### config.mk
export PLATFORM = sky130hd
export DESIGN_NAME = segscan_seq
export DESIGN_NICKNAME = d
export VERILOG_FILES = /design/src/rtl/segscan_pkg.sv /design/src/rtl/scan_segment.sv /design/src/rtl/seg_sequencer.sv /design/src/rtl/segscan_seq.sv
export SDC_FILE = /design/constraint.sdc
export NUM_CORES = 1
export LEC_CHECK = 0
export ABC_AREA = 1
export BUFFER_PORTS_ARGS = -buffer_cell sky130_fd_sc_hd__buf_4
export CAP_MARGIN = 5
export CELL_PAD_IN_SITES_DETAIL_PLACEMENT = 2
export CELL_PAD_IN_SITES_GLOBAL_PLACEMENT = 2
export CORE_UTILIZATION = 27
export CTS_BUF_LIST = sky130_fd_sc_hd__clkbuf_16
export CTS_CLUSTER_DIAMETER = 150
export DETAILED_ROUTE_END_ITERATION = 10
export GPL_TIMING_DRIVEN = 0
export PLACE_DENSITY = 0.84
export SLEW_MARGIN = 20
export SYNTH_ARGS = -nofsm -noshare
export SYNTH_HDL_FRONTEND = slang
export SYNTH_SLANG_ARGS = --single-unit
### constraint.sdc
create_clock -name clk -period 1.7 [get_ports clk]
set_input_delay 0.17 -clock clk [delete_from_list [all_inputs] [get_ports clk]]
set_output_delay 0.17 -clock clk [all_outputs]
set_load 0.02 [all_outputs]
### src/rtl/segscan_pkg.sv
// Shared types and length helpers for the segmented scan sequencer.
// Assumes segments 0..nlong-1 are one cell longer than the others.
package segscan_pkg;

    typedef enum logic [2:0] {
        ST_IDLE, ST_LOAD, ST_LAUNCH, ST_CAPTURE, ST_UNLOAD, ST_DONE
    } seq_state_t;

    // Length in cells of segment idx.
    function automatic int seg_len(input int base, input int nlong, input int idx);
        return base + ((idx < nlong) ? 1 : 0);
    endfunction

    // Index of the lowest cell of segment idx in the flat cell vector.
    function automatic int seg_off(input int base, input int nlong, input int idx);
        return idx * base + ((idx < nlong) ? idx : nlong);
    endfunction

endpackage

### src/rtl/scan_segment.sv
// One scan segment: a shift register with a parallel functional load.
// Assumes LEN >= 2. Holds while en is low; shifts toward the top cell
// when se is high, loads pd when se is low.
module scan_segment #(
    parameter int LEN = 5
) (
    input  logic           clk,
    input  logic           rst_n,
    input  logic           en,
    input  logic           se,
    input  logic           si,
    input  logic [LEN-1:0] pd,
    output logic [LEN-1:0] q,
    output logic           so
);

    // Cell update: reset, shift, functional load or hold.
    always_ff @(posedge clk) begin
        if (!rst_n)
            q <= '0;
        else if (en)
            q <= se ? {q[LEN-2:0], si} : pd;
    end

    assign so = q[LEN-1];


    seg_hold_chk: assert property (@(posedge clk) disable iff (!rst_n)
        !en |=> $stable(q));

endmodule

### src/rtl/seg_sequencer.sv
// Test sequencer: load each active segment in turn, one launch edge,
// one capture edge, unload each active segment in turn, pulse done.
// Assumes NSEG >= 2 and BASE_LEN >= 2; descriptor taken only when idle.
module seg_sequencer
    import segscan_pkg::*;
#(
    parameter int NSEG     = 4,
    parameter int BASE_LEN = 5,
    parameter int NLONG    = 2,
    localparam int SEGW    = $clog2(NSEG),
    localparam int CNTW    = $clog2(BASE_LEN + 2)
) (
    input  logic            clk,
    input  logic            rst_n,
    input  logic            start,
    input  logic [SEGW-1:0] cfg_nseg_m1,
    input  logic [NSEG-1:0] cfg_launch,
    input  logic [NSEG-1:0] cfg_capture,
    output logic [NSEG-1:0] seg_en,
    output logic            scan_en,
    output logic [NSEG-1:0] so_sel,
    output logic            done
);

    seq_state_t      state;
    logic [SEGW-1:0] seg_idx, last_seg;
    logic [CNTW-1:0] bit_cnt;
    logic [NSEG-1:0] launch_q, capture_q, act_q, cfg_act, onehot;
    logic            last_bit, seg_end;

    // Active-segment mask implied by the incoming descriptor.
    always_comb begin
        for (int i = 0; i < NSEG; i++)
            cfg_act[i] = (i <= int'(cfg_nseg_m1));
    end

    assign onehot   = NSEG'(1) << seg_idx;
    assign last_bit = (int'(bit_cnt) == seg_len(BASE_LEN, NLONG, int'(seg_idx)) - 1);
    assign seg_end  = (seg_idx == last_seg);

    // State, segment index and per-segment shift counter.
    always_ff @(posedge clk) begin
        if (!rst_n) begin
            state     <= ST_IDLE;
            seg_idx   <= '0;
            bit_cnt   <= '0;
            last_seg  <= '0;
            launch_q  <= '0;
            capture_q <= '0;
            act_q     <= '0;
        end else begin
            case (state)
                ST_IDLE: if (start) begin
                    state     <= ST_LOAD;
                    seg_idx   <= '0;
                    bit_cnt   <= '0;
                    last_seg  <= (int'(cfg_nseg_m1) > NSEG - 1) ? SEGW'(NSEG - 1) : cfg_nseg_m1;
                    launch_q  <= cfg_launch & cfg_act;
                    capture_q <= cfg_capture & cfg_act;
                    act_q     <= cfg_act;
                end
                ST_LOAD, ST_UNLOAD: begin
                    if (last_bit) begin
                        bit_cnt <= '0;
                        if (seg_end) begin
                            seg_idx <= '0;
                            state   <= (state == ST_LOAD) ? ST_LAUNCH : ST_DONE;
                        end else begin
                            seg_idx <= seg_idx + 1'b1;
                        end
                    end else begin
                        bit_cnt <= bit_cnt + 1'b1;
                    end
                end
                ST_LAUNCH:  state <= ST_CAPTURE;
                ST_CAPTURE: state <= ST_UNLOAD;
                default:    state <= ST_IDLE;
            endcase
        end
    end

    // Output decode from the current state.
    always_comb begin
        seg_en  = '0;
        so_sel  = '0;
        scan_en = 1'b0;
        case (state)
            ST_LOAD:    begin seg_en = onehot; scan_en = 1'b1; end
            ST_LAUNCH:  seg_en = launch_q;
            ST_CAPTURE: seg_en = capture_q;
            ST_UNLOAD:  begin seg_en = onehot; so_sel = onehot; scan_en = 1'b1; end
            default:    ;
        endcase
    end

    assign done = (state == ST_DONE);


    so_sel_onehot_chk: assert property (@(posedge clk) disable iff (!rst_n)
        $onehot0(so_sel));

    so_sel_shift_only_chk: assert property (@(posedge clk) disable iff (!rst_n)
        (|so_sel) |-> scan_en);

    load_single_seg_chk: assert property (@(posedge clk) disable iff (!rst_n)
        (scan_en && so_sel == '0) |-> $countones(seg_en) == 1);

    launch_then_capture_chk: assert property (@(posedge clk) disable iff (!rst_n)
        (state == ST_LAUNCH) |=> (state == ST_CAPTURE && !scan_en));

    unload_after_capture_chk: assert property (@(posedge clk) disable iff (!rst_n)
        $rose(|so_sel) |-> $past(state) == ST_CAPTURE);

    done_pulse_chk: assert property (@(posedge clk) disable iff (!rst_n)
        done |=> (!done && seg_en == '0));

    inactive_seg_chk: assert property (@(posedge clk) disable iff (!rst_n)
        (seg_en & ~act_q) == '0);

endmodule

### src/rtl/segscan_seq.sv
// Top: sequencer plus NSEG scan segments on a shared scan input, with
// the selected segment's tail steered to a single scan output.
// Assumes the sequencer keeps at most one select active.
module segscan_seq
    import segscan_pkg::*;
#(
    parameter int NSEG     = 4,
    parameter int BASE_LEN = 5,
    parameter int NLONG    = 2,
    localparam int SEGW    = $clog2(NSEG),
    localparam int TOTAL   = seg_off(BASE_LEN, NLONG, NSEG)
) (
    input  logic             clk,
    input  logic             rst_n,
    input  logic             start,
    input  logic [SEGW-1:0]  cfg_nseg_m1,
    input  logic [NSEG-1:0]  cfg_launch_mask,
    input  logic [NSEG-1:0]  cfg_capture_mask,
    input  logic             scan_in,
    input  logic [TOTAL-1:0] func_d,
    output logic [NSEG-1:0]  seg_clk_en,
    output logic             scan_en,
    output logic [NSEG-1:0]  so_sel,
    output logic             scan_out,
    output logic             done,
    output logic [TOTAL-1:0] cell_q
);

    logic [NSEG-1:0] tails;

    seg_sequencer #(.NSEG(NSEG), .BASE_LEN(BASE_LEN), .NLONG(NLONG)) u_seq (
        .clk         (clk),
        .rst_n       (rst_n),
        .start       (start),
        .cfg_nseg_m1 (cfg_nseg_m1),
        .cfg_launch  (cfg_launch_mask),
        .cfg_capture (cfg_capture_mask),
        .seg_en      (seg_clk_en),
        .scan_en     (scan_en),
        .so_sel      (so_sel),
        .done        (done)
    );

    for (genvar g = 0; g < NSEG; g++) begin : g_seg
        localparam int L = seg_len(BASE_LEN, NLONG, g);
        localparam int O = seg_off(BASE_LEN, NLONG, g);
        scan_segment #(.LEN(L)) u_seg (
            .clk   (clk),
            .rst_n (rst_n),
            .en    (seg_clk_en[g]),
            .se    (scan_en),
            .si    (scan_in),
            .pd    (func_d[O +: L]),
            .q     (cell_q[O +: L]),
            .so    (tails[g])
        );
    end

    // Shared output: only the selected segment drives it.
    assign scan_out = |(so_sel & tails);

endmodule

==> results <==
- The buffer type at the clock tree root is clkbuf_16.
- The slew at the pin closest to its max-slew limit is 0.648 ns.
- Broken down by cell family, the worst path's largest delay share belongs to simple AND/OR/NAND/NOR gates.
- From bottom edge to top edge, the die measures 95.1 um.
- The data required time at the worst endpoint is 1.53 ns.
- The H-tree level count is 2.
- The total internal power is 2.95 mW.
- The standby leakage power is 1.80 nW.
- The synthesized netlist contains 26 unique library cells.
- The largest voltage drop on the vdd net is 0.733 mV.
- The die outline area is 9050 um^2.
- The largest single stage delay on the critical path is 0.35 ns.
- Summed over all nets, the half-perimeter wirelength after detailed placement is 6430 um.
- The leftover overflow at the end of global routing is 0.
- The sequential fraction of the synthesis area is 0.342.
- On the critical path, the stage with the largest delay is an instance of dfxtp_2.
- The total power density per cell area is 1460 nW/um^2.
- The critical path is of the flop to output port type.
- The average instance area after synthesis is 6.56 um^2.
- The met1 capacity usage during global routing is 0.303.
- The antenna violation net count after detailed routing is 0.
- The net load switching power is 2.47 mW.
- Yosys mapped a number of flops with a built-in enable equal to 0.
- The post-placement worst setup slack is -0.0762 ns.
- The count of maximum capacitance violations is 0.
- The Yosys step of the flow raised 0 warnings.
- Setup repair after global routing could not meet its margin everywhere.
- Across the routed clock network, the largest skew measured is 0.0176 ns.
- 0 antenna diodes ended up in the layout.
- The hold buffer count at CTS is 0.
- The library cells used most frequently in the layout, excluding fill and tap cells, are buf_4 (87), nand2_1 (78), nor2_1 (46), inv_1 (40), dfxtp_1 (35).
- The number of global-route vias before repair is 3104.
- In this run the tightest slew margin relative to its limit is 0.568.
- In the finished design, the share of the clock period the worst path needs comes to 1.06.
- The total area of sequential cells is 815 um^2.
- The number of filler instances in the final layout is 947.
- The detailed router finished its first iteration with 89 violations.
- The clock network fraction of total power is 0.212.
- Setup violations remaining at the end of the flow were counted as 12.
- The count of buffers inserted at the top-level ports is 68.
- In this run the deepest clock path goes through 2 buffers.
- The wire length per cell after detailed routing is 22.2 um.
- The type of the tightest min-delay check is input port to flop.
- Of the total power, the share spent switching nets is 0.456.
- The layout net count is 497.
- The area used by multi-input combinational logic is 1440 um^2.
- The library cell used most frequently in the layout, excluding fill and tap cells, is buf_4.
- The layout-stage area growth over the synthesis result is 58.3%.
- The routed layout has 2872 vias.
- At the later pin of the worst-skew pair, clock insertion delay measures 0.31 ns.
- The cell area that synthesis handed to floorplanning was 2340 um^2.
- The predominant post-synthesis flop cell is dfxtp_1.
- The clock slew seen by the registers of the worst setup and hold paths is 0.08 ns.
- Derived from the worst setup path, the maximum achievable clock frequency is 556 MHz.
- 69 I/O pins were placed.
- The final-report max-slew violation count came to 0.
- The iteration count of the initial detailed-routing pass is 4.
- TritonCTS built the clock tree.
- For the finished layout, the period the worst path requires is 1.80 ns.
- The number of clock sinks is 40.
- After detailed routing, the number of vias per cell comes to 5.11.
- The type of element launching the critical path is a flop.
- The share of final-layout standard cells stronger than drive strength 1 is 0.385.
- Counting flops with an async set or reset pin after synthesis yields a share of 0.
- The count of mapped cells out of synthesis is 357.
- The largest net degree at the start of global routing is 14.
- Synthesis inferred 40 register bits.
- The share of power burned in combinational logic is 0.559.
- The sequential power share is 0.230.
- The floorplan has 33 rows.
- The met2 usage in global routing is 0.483.
- The first global-routing pass estimated 17500 um of wire.
- The checks that failed: negative setup slack.
- The worst setup slack after layout is -0.0983 ns.
- In this run the worst path has a maximum fanout of 6.
- In the routed design, unresolved DRC markers number 0.
- In the global route stage, overall resource usage came out at 0.269.
- Walking the worst path, the cells encountered are buf_8 -> nor2_4 -> nand2_4 -> buf_6 -> nor2_4 -> nand2_1 -> nand4_1 -> buf_6.
- From left edge to right edge, the die measures 95.1 um.
- The number of antenna violations at the first check in global routing is 0.
- At the worst endpoint, the arrival time is 1.63 ns.
- The total core area is 8300 um^2.
- The most crowded layer after global routing is met2.
- The initial cell density of the core is 0.282.
- Setup total negative slack on the finished layout was measured at -0.550 ns.
- The run finished, with violations left.
- For met3 alone, demand over resource in global routing was 0.0510.
- The final hold violation count is 0.
- The combined buffer and inverter count along the critical path is 3.
- The final layout contains routed wiring with a total length of 12500 um.
- Routability-driven placement finished with a final weighted congestion of 0.789.
- The capturing element type of the critical path is an output port.
- The net count after synthesis is 398.
- In this run, CTS created clock tree buffers numbering 5.
logic make-up (layout without fill, tap and decap cells):
logic type,count (synthesis),after routing,synth area share
AND/OR/NAND/NOR,193,193,0.374
buffers and inverters,72,172,0.149
AO/OA/AOI/OAI,47,47,0.108
flip-flops,40,40,0.342
adder cells (fa/ha/maj),5,5,0.0267
area by class of cell:
| type | instances | share of cell area |
|---|---|---|
| Timing Repair Buffer | 96 | 0.215 |
| Multi-Input combinational cell | 245 | 0.388 |
| Buffer | 17 | 0.0399 |
| Clock buffer | 5 | 0.0338 |
| Tap cell | 105 | 0.0355 |
| Inverter | 51 | 0.0567 |
| Clock inverter | 3 | 0.0115 |
| Sequential cell | 40 | 0.220 |
worst min-delay path, delay by kind of cell:
kind,cells,cell delay [ns]
simple gates,1,0.07
buf+inv,1,0.11
compound gates,1,0.06
registers in the layout (all words and copies together) (netlist names):
name             flops
u_seq.launch_q       4
g_seg.u_seg.q       22
u_seq.last_seg       2
u_seq.bit_cnt        3
u_seq.seg_idx        2
u_seq.capture_q      4
u_seq.state          3
stage by stage:
stage	power, mW	util	instance area, um^2	std cells	hold slack, ns
after floorplan	2.63	-	2340	357	0.309
after global placement	3.24	0.359	2980	530	0.432
after detailed placement	3.35	0.359	2980	530	0.443
after CTS	4.86	0.427	3550	559	0.140
after global routing	5.65	0.446	3700	562	0.173
final	5.43	0.446	3700	562	0.152
path summary, 6_finish.rpt:
kind | start | end | slack [ns] | cells after the start
worst max-delay path | u_seq.state[1] | scan_out | -0.1 | 8
worst min-delay path | cfg_launch_mask[2] | u_seq.launch_q[2] | 0.15 | 3
worst max register to register | u_seq.state[0] | g_seg[1].u_seg.q[5] | -0.07 | 9
worst min register to register | u_seq.bit_cnt[2] | u_seq.bit_cnt[2] | 0.46 | 2
cell usage after synthesis (4+ instances only):
cell type,instances,area share
nand2_1,83,0.13
nor2_1,53,0.085
inv_1,47,0.075
dfxtp_1,40,0.34
nand3_1,33,0.071
o21ai_0,24,0.051
a21oi_1,14,0.030
buf_4,12,0.038
nand4_1,8,0.021
nand2_4,7,0.034
ha_1,5,0.027
a21oi_2,4,0.015
clkbuf_1,4,0.0064
inv_2,4,0.0064
o21ai_1,4,0.0086
power by group through the flow:
stage          logic (mW)  registers (mW)  clock network, mW
6_report             3.03            1.25               1.15
5_1_grt              3.20            1.26               1.19
4_1_cts              2.52            1.22               1.12
3_5_place_dp         2.13            1.23                  0
3_3_place_gp         2.02            1.22                  0
2_1_floorplan        1.33            1.30                  0
repair_timing:
item                                    4_1_cts  5_1_grt
endpoints found under the hold margin         0        0
endpoints found under the setup margin        8       40
resized for setup                            54       46
buffers inserted                             21        7
pin swaps                                    11       19
metal layers:
metal | routed length [um] | up-vias
met5 | 0 | -
met4 | 426 | 0
met3 | 412 | 30
met2 | 6520 | 81
met1 | 5110 | 1453
li1 | - | 1308
Power figures use the tool's default switching activity.
